File: src/rtl/sched_match_pkg.sv
package sched_match_pkg;
  localparam int ENTRY_W = 72;

  typedef struct packed {
    logic capture;
    logic setStart;
    logic setStop;
  } schedStrobe_t;
endpackage

File: src/rtl/sched_match_datapath.sv
module sched_match_datapath
  import sched_match_pkg::*;
#(
  parameter int DOW_N    = 7,
  parameter int DAY_W    = 9,
  parameter int HALF_W   = 4,
  parameter int MIN_W    = 7,
  parameter int PTR_W    = 12,
  parameter int SLOT_MIN = 120
) (
  input  logic               clk,
  input  logic               rstN,
  input  logic [ENTRY_W-1:0] entry,
  input  logic [DOW_N-1:0]   nowDow,
  input  logic [DAY_W-1:0]   nowDay,
  input  logic [HALF_W-1:0]  nowHalfHours,
  input  logic [MIN_W-1:0]   nowMinutes,
  input  schedStrobe_t       strobe,
  output logic               startHit,
  output logic               stopHit,
  output logic               isEnd,
  output logic               startFire,
  output logic               stopFire,
  output logic [PTR_W-1:0]   startPtr,
  output logic [PTR_W-1:0]   stopPtr
);
  localparam int TIME_W = $clog2((2**HALF_W) * SLOT_MIN + 2**MIN_W);
  localparam int N_EV   = 2;  // index 0 start, index 1 stop

  logic [DOW_N-1:0]  dowMask;
  logic [DAY_W-1:0]  dayFirst, dayLast;
  logic [HALF_W-1:0] evSlot   [N_EV];
  logic [MIN_W-1:0]  evRemain [N_EV];
  logic [TIME_W-1:0] evTime   [N_EV];
  logic [N_EV-1:0]   timeHit;
  logic [TIME_W-1:0] curTime;
  logic              dowOk, inWindow;
  logic [PTR_W-1:0]  ptrStartNext, ptrStopNext;

  // field extraction
  assign dowMask      = entry[70:64];
  assign dayFirst     = {entry[39], entry[63:56]};
  assign dayLast      = {entry[31], entry[55:48]};
  assign evSlot[0]    = entry[47:44];
  assign evSlot[1]    = entry[43:40];
  assign evRemain[0]  = entry[38:32];
  assign evRemain[1]  = entry[30:24];
  assign ptrStartNext = {entry[23:20], entry[15:8]};
  assign ptrStopNext  = {entry[19:16], entry[7:0]};
  assign isEnd        = (entry[71:64] == 8'hFF);

  assign curTime = TIME_W'(nowHalfHours) * TIME_W'(SLOT_MIN) + TIME_W'(nowMinutes);

  for (genvar ev = 0; ev < N_EV; ev++) begin : g_event
    assign evTime[ev]  = TIME_W'(evSlot[ev]) * TIME_W'(SLOT_MIN) + TIME_W'(evRemain[ev]);
    assign timeHit[ev] = (evTime[ev] == curTime);
  end

  assign dowOk = |(dowMask & nowDow);

  always_comb begin
    if (dayFirst <= dayLast)
      inWindow = (nowDay >= dayFirst) && (nowDay <= dayLast);
    else
      inWindow = (nowDay >= dayFirst) || (nowDay <= dayLast);
  end

  assign startHit = dowOk && inWindow && timeHit[0];
  assign stopHit  = dowOk && inWindow && timeHit[1];

  always_ff @(posedge clk) begin
    if (!rstN) begin
      startFire <= 1'b0;
      stopFire  <= 1'b0;
      startPtr  <= '0;
      stopPtr   <= '0;
    end else begin
      startFire <= strobe.setStart;
      stopFire  <= strobe.setStop;
      if (strobe.capture) begin
        startPtr <= ptrStartNext;
        stopPtr  <= ptrStopNext;
      end
    end
  end
endmodule

File: src/rtl/sched_match_ctrl.sv
module sched_match_ctrl
  import sched_match_pkg::*;
(
  input  logic         minuteTick,
  input  logic         startHit,
  input  logic         stopHit,
  input  logic         isEnd,
  output schedStrobe_t strobe
);
  logic live;

  assign live = minuteTick && !isEnd;

  always_comb begin
    strobe          = '0;
    strobe.capture  = minuteTick;
    strobe.setStart = live && startHit;
    strobe.setStop  = live && stopHit;
  end
endmodule

File: src/rtl/sched_entry_matcher.sv
module sched_entry_matcher
  import sched_match_pkg::*;
#(
  parameter int DOW_N    = 7,
  parameter int DAY_W    = 9,
  parameter int HALF_W   = 4,
  parameter int MIN_W    = 7,
  parameter int PTR_W    = 12,
  parameter int SLOT_MIN = 120
) (
  input  logic               clk,
  input  logic               rstN,
  input  logic               minuteTick,
  input  logic [ENTRY_W-1:0] entry,
  input  logic [DOW_N-1:0]   nowDow,
  input  logic [DAY_W-1:0]   nowDay,
  input  logic [HALF_W-1:0]  nowHalfHours,
  input  logic [MIN_W-1:0]   nowMinutes,
  output logic               startFire,
  output logic               stopFire,
  output logic [PTR_W-1:0]   startPtr,
  output logic [PTR_W-1:0]   stopPtr
);
  schedStrobe_t strobe;
  logic startHit, stopHit, isEnd;

  sched_match_ctrl u_ctrl (
    .minuteTick (minuteTick),
    .startHit   (startHit),
    .stopHit    (stopHit),
    .isEnd      (isEnd),
    .strobe     (strobe)
  );

  sched_match_datapath #(
    .DOW_N(DOW_N), .DAY_W(DAY_W), .HALF_W(HALF_W),
    .MIN_W(MIN_W), .PTR_W(PTR_W), .SLOT_MIN(SLOT_MIN)
  ) u_dp (
    .clk          (clk),
    .rstN         (rstN),
    .entry        (entry),
    .nowDow       (nowDow),
    .nowDay       (nowDay),
    .nowHalfHours (nowHalfHours),
    .nowMinutes   (nowMinutes),
    .strobe       (strobe),
    .startHit     (startHit),
    .stopHit      (stopHit),
    .isEnd        (isEnd),
    .startFire    (startFire),
    .stopFire     (stopFire),
    .startPtr     (startPtr),
    .stopPtr      (stopPtr)
  );
endmodule

File: config.mk
export PLATFORM = sky130hd
export DESIGN_NAME = sched_entry_matcher
export DESIGN_NICKNAME = d
export VERILOG_FILES = /design/src/rtl/sched_match_pkg.sv /design/src/rtl/sched_match_datapath.sv /design/src/rtl/sched_match_ctrl.sv /design/src/rtl/sched_entry_matcher.sv
export SDC_FILE = /design/constraint.sdc
export NUM_CORES = 1
export LEC_CHECK = 0
export CORE_MARGIN = 2
export CORE_UTILIZATION = 50
export DETAILED_ROUTE_END_ITERATION = 10
export PLACE_DENSITY = 0.93
export SLEW_MARGIN = 20
export SYNTH_ARGS = -nofsm -noshare
export SYNTH_HDL_FRONTEND = slang
export SYNTH_SLANG_ARGS = --single-unit
File: constraint.sdc
create_clock -name clk -period 9.56 [get_ports clk]
set_clock_uncertainty 0.1 [all_clocks]
set_input_delay 1.912 -clock clk [delete_from_list [all_inputs] [get_ports clk]]
set_output_delay 1.912 -clock clk [all_outputs]
set_load 0.02 [all_outputs]
==> metrics.yaml <==
finish:
  drive_above_1_share_pct: 1.705
  diodes: 0
  synthToLayoutAreaGrowth_pct: 39.79
  fin_nets: 721
  final_core_util_pct: 71.25
  final_cells: 627
timing:
  period_minus_slack_ps: 5945
  tightest_slew_ps: 674.0
  setup_viol: 0
  rsz0062_at_grt: "no"
  tns_ps: 0
  hold_viol: 0
  min_period_over_period_pct: 62.18
  maxSlewHeadroom_pct: 54.93
  fmax_mhz: 168.2
  setup_ws_ps: 3615
  final_max_slew_viol_count: 0
logic_synthesis:
  netlist.area_leader.share_pct: 24.63
  ys_seq_area_share_pct: 14.23
  synth_warnings: 0
  syn_area_um2: 3657
  async_flop_share_pct: 0
  yosysUniqueCellTypes: 43
  synth_area_leaders: "ha_1 (25%), dfxtp_1 (14%), fa_1 (9.9%), inv_1 (7.3%), mux2i_1 (6.6%)"
  synth_area_per_cell_um2: 9.120
  ys_ff_latch: 26
  synth_ff_type: "dfxtp_1"
  synthCells: 401
  synth_edf_count: 0
  yosys.area.top_type: "ha_1"
  synth_nets: 593
clock_network:
  cts_setup_buffers: 0
  cts_tree: "yes"
  cts_hold_buf: 0
  clock-root-buffer: "clkbuf_8"
  worstSkewPairLatency_ps: 260
  cts_max_level: 1
  path_clk_slew_ps: 80
  cts.sinks: 26
  cts_buffers: 3
  cts_resized: 0
  cts_buffer_depth: 2
setup_path:
  start_kind: "primary input"
  cp_max_fo: 5
  arrival_ps: 6050
  worstSetupPathType: "in2reg"
  cp.required_ps: 9670
  rr_worst_depth: 2
  end_kind: "flip-flop"
placement:
  pre_cts_ws_ps: 3354
  dp_cells: 623
  place_congestion: 0.8703
  io_buffers: 127
  dp_hpwl_um: 7826
route:
  drc: 0
  firstDrtPassIters: 4
  vias: 3223
  antenna_left: 0
  drt_iter0_markers: 67
  routedWlPerCell_um: 13.84
  vias_per_cell: 5.140
  finalWirelength_um: 8676
grt:
  grt_max_degree: 26
  overflow: 0
  grt_pass1_wl_um: 13800
  antenna_found_initial: 0
  grt_pass1_vias: 3313
  grt_usage_pct: 21.45
die:
  placementRows: 31
  io_pins: 128
  die_h_um: 89.53
  start_util_pct: 50.97
  coreArea_um2: 7176
  die_w_um: 89.53
  die_area_um2: 8015
power:
  p_clk_share_pct: 14.6
  power.internal_uw: 385.2
  sequentialPowerShare_pct: 19.2
  p_total_uw: 608.4
  p_per_area_nw_per_um2: 119.0
  swShare_pct: 36.68
  p_comb_share_pct: 66.2
  switchingPower_uw: 223.1
  ir_worst_vdd_uv: 84.80
  leakagePower_uw: 0.002469
min_path:
  min_path_type: "reg2reg"
  hold_depth: 2
status:
  status: "complete, no violations"
run:
  max_cap_violations: 0
==> final timing paths <==
| path | to | start | slack, ps |
|---|---|---|---|
| setup / recovery | u_dp.startFire | nowHalfHours[2] | 3620 |
| hold / removal | u_dp.startPtr[2] | u_dp.startPtr[2] | 420 |
| setup reg to reg | u_dp.startPtr[5] | u_dp.startPtr[5] | 8740 |
| hold reg to reg | u_dp.startPtr[2] | u_dp.startPtr[2] | 420 |
==> logic make-up (layout without fill, tap and decap cells) <==
kind of cell / Yosys count / in the layout / share of synthesized area [%]
AOI/OAI and AO/OA: 67 / 67 / 12.18
DFF: 26 / 26 / 14.23
adders and majority gates: 91 / 91 / 34.76
buffers and inverters: 76 / 203 / 7.800
muxes: 24 / 24 / 6.569
and+or+nand+nor: 76 / 76 / 12.35
xor gates and xnor gates: 41 / 41 / 12.11
==> through the flow <==
step / cell area, um2 / hold WS, ps
4_1_cts: 5112 / 432.4
3_3_place_gp: 5041 / 395.4
3_5_place_dp: 5041 / 407.6
5_1_grt: 5112 / 444.2
2_1_floorplan: 3657 / 489.5
6_report: 5112 / 423.3
==> cells in the final DEF (no fill, tap or decap), types with 9 or more instances in the layout <==
cell and count:
mux2i_1 24, xnor2_1 24, o21ai_0 12, inv_1 71
ha_1 72, nand4_1 9, dfxtp_1 26, fa_1 18
clkdlybuf4s50_1 127, a21o_1 10, xor2_1 11, nor2b_1 30
a21oi_1 20
==> registers in the layout, summed over array words and instances (netlist names) <==
| signal | cells |
|---|---|
| u_dp.stopFire | 1 |
| u_dp.stopPtr | 12 |
| u_dp.startPtr | 12 |
| u_dp.startFire | 1 |
==> routing by layer <==
layer  global-route usage (%)  share of wire (%)
met5                        0                  0
met4                    4.613                1.3
met3                    3.786                7.2
met2                    42.63                 52
met1                    23.37                 40
==> worst max-delay path: stages <==
cell and delay [ps]:
clkdlybuf4s50_1 520, inv_1 140, fa_1 490, fa_1 510
inv_1 60, fa_1 480, ha_1 400, o21ai_2 100
a2111oi_4 420, xor2_1 190, xnor3_1 410, nor3_1 200
and4_1 200
==> layout make-up <==
class / count / area (um2)
multi-input cells: 299 / 2851
clock buffers: 3 / 41.29
repair buffers: 128 / 1279
inverters: 71 / 266.5
flip-flops and latches: 26 / 520.5
fillers: 497 / 2063
well taps: 99 / 123.9
clock inverters: 1 / 30.03
==> cells in the mapped netlist (2+ instances only) <==
| cell type | n |
|---|---|
| o211ai_1 | 4 |
| o21bai_1 | 2 |
| dfxtp_1 | 26 |
| a21oi_1 | 20 |
| nor3_1 | 3 |
| clkbuf_1 | 5 |
| xnor2_1 | 24 |
| nand3_1 | 6 |
| o21ai_1 | 2 |
| xor2_1 | 11 |
| a21o_1 | 10 |
| o21a_1 | 3 |
| nand2_1 | 6 |
| inv_1 | 71 |
| fa_1 | 18 |
| nor2b_1 | 30 |
| nor2_1 | 7 |
| ha_1 | 72 |
| a31oi_1 | 2 |
| and3_1 | 3 |
| o21ai_0 | 12 |
| and4_1 | 2 |
| mux2i_1 | 24 |
| xnor3_1 | 5 |
| a22oi_1 | 2 |
| nand2b_1 | 3 |
| a211oi_1 | 4 |
| nand4_1 | 9 |
==> power groups by stage <==
stage,Combinational [uW],Clock (uW),Sequential (uW)
after global routing,450,92.4,118
after CTS,405,89.4,117
after detailed placement,403,0,120
final,403,88.7,117
after floorplan,282,0,127
after global placement,383,0,119
(Power assumes the default switching activity.)
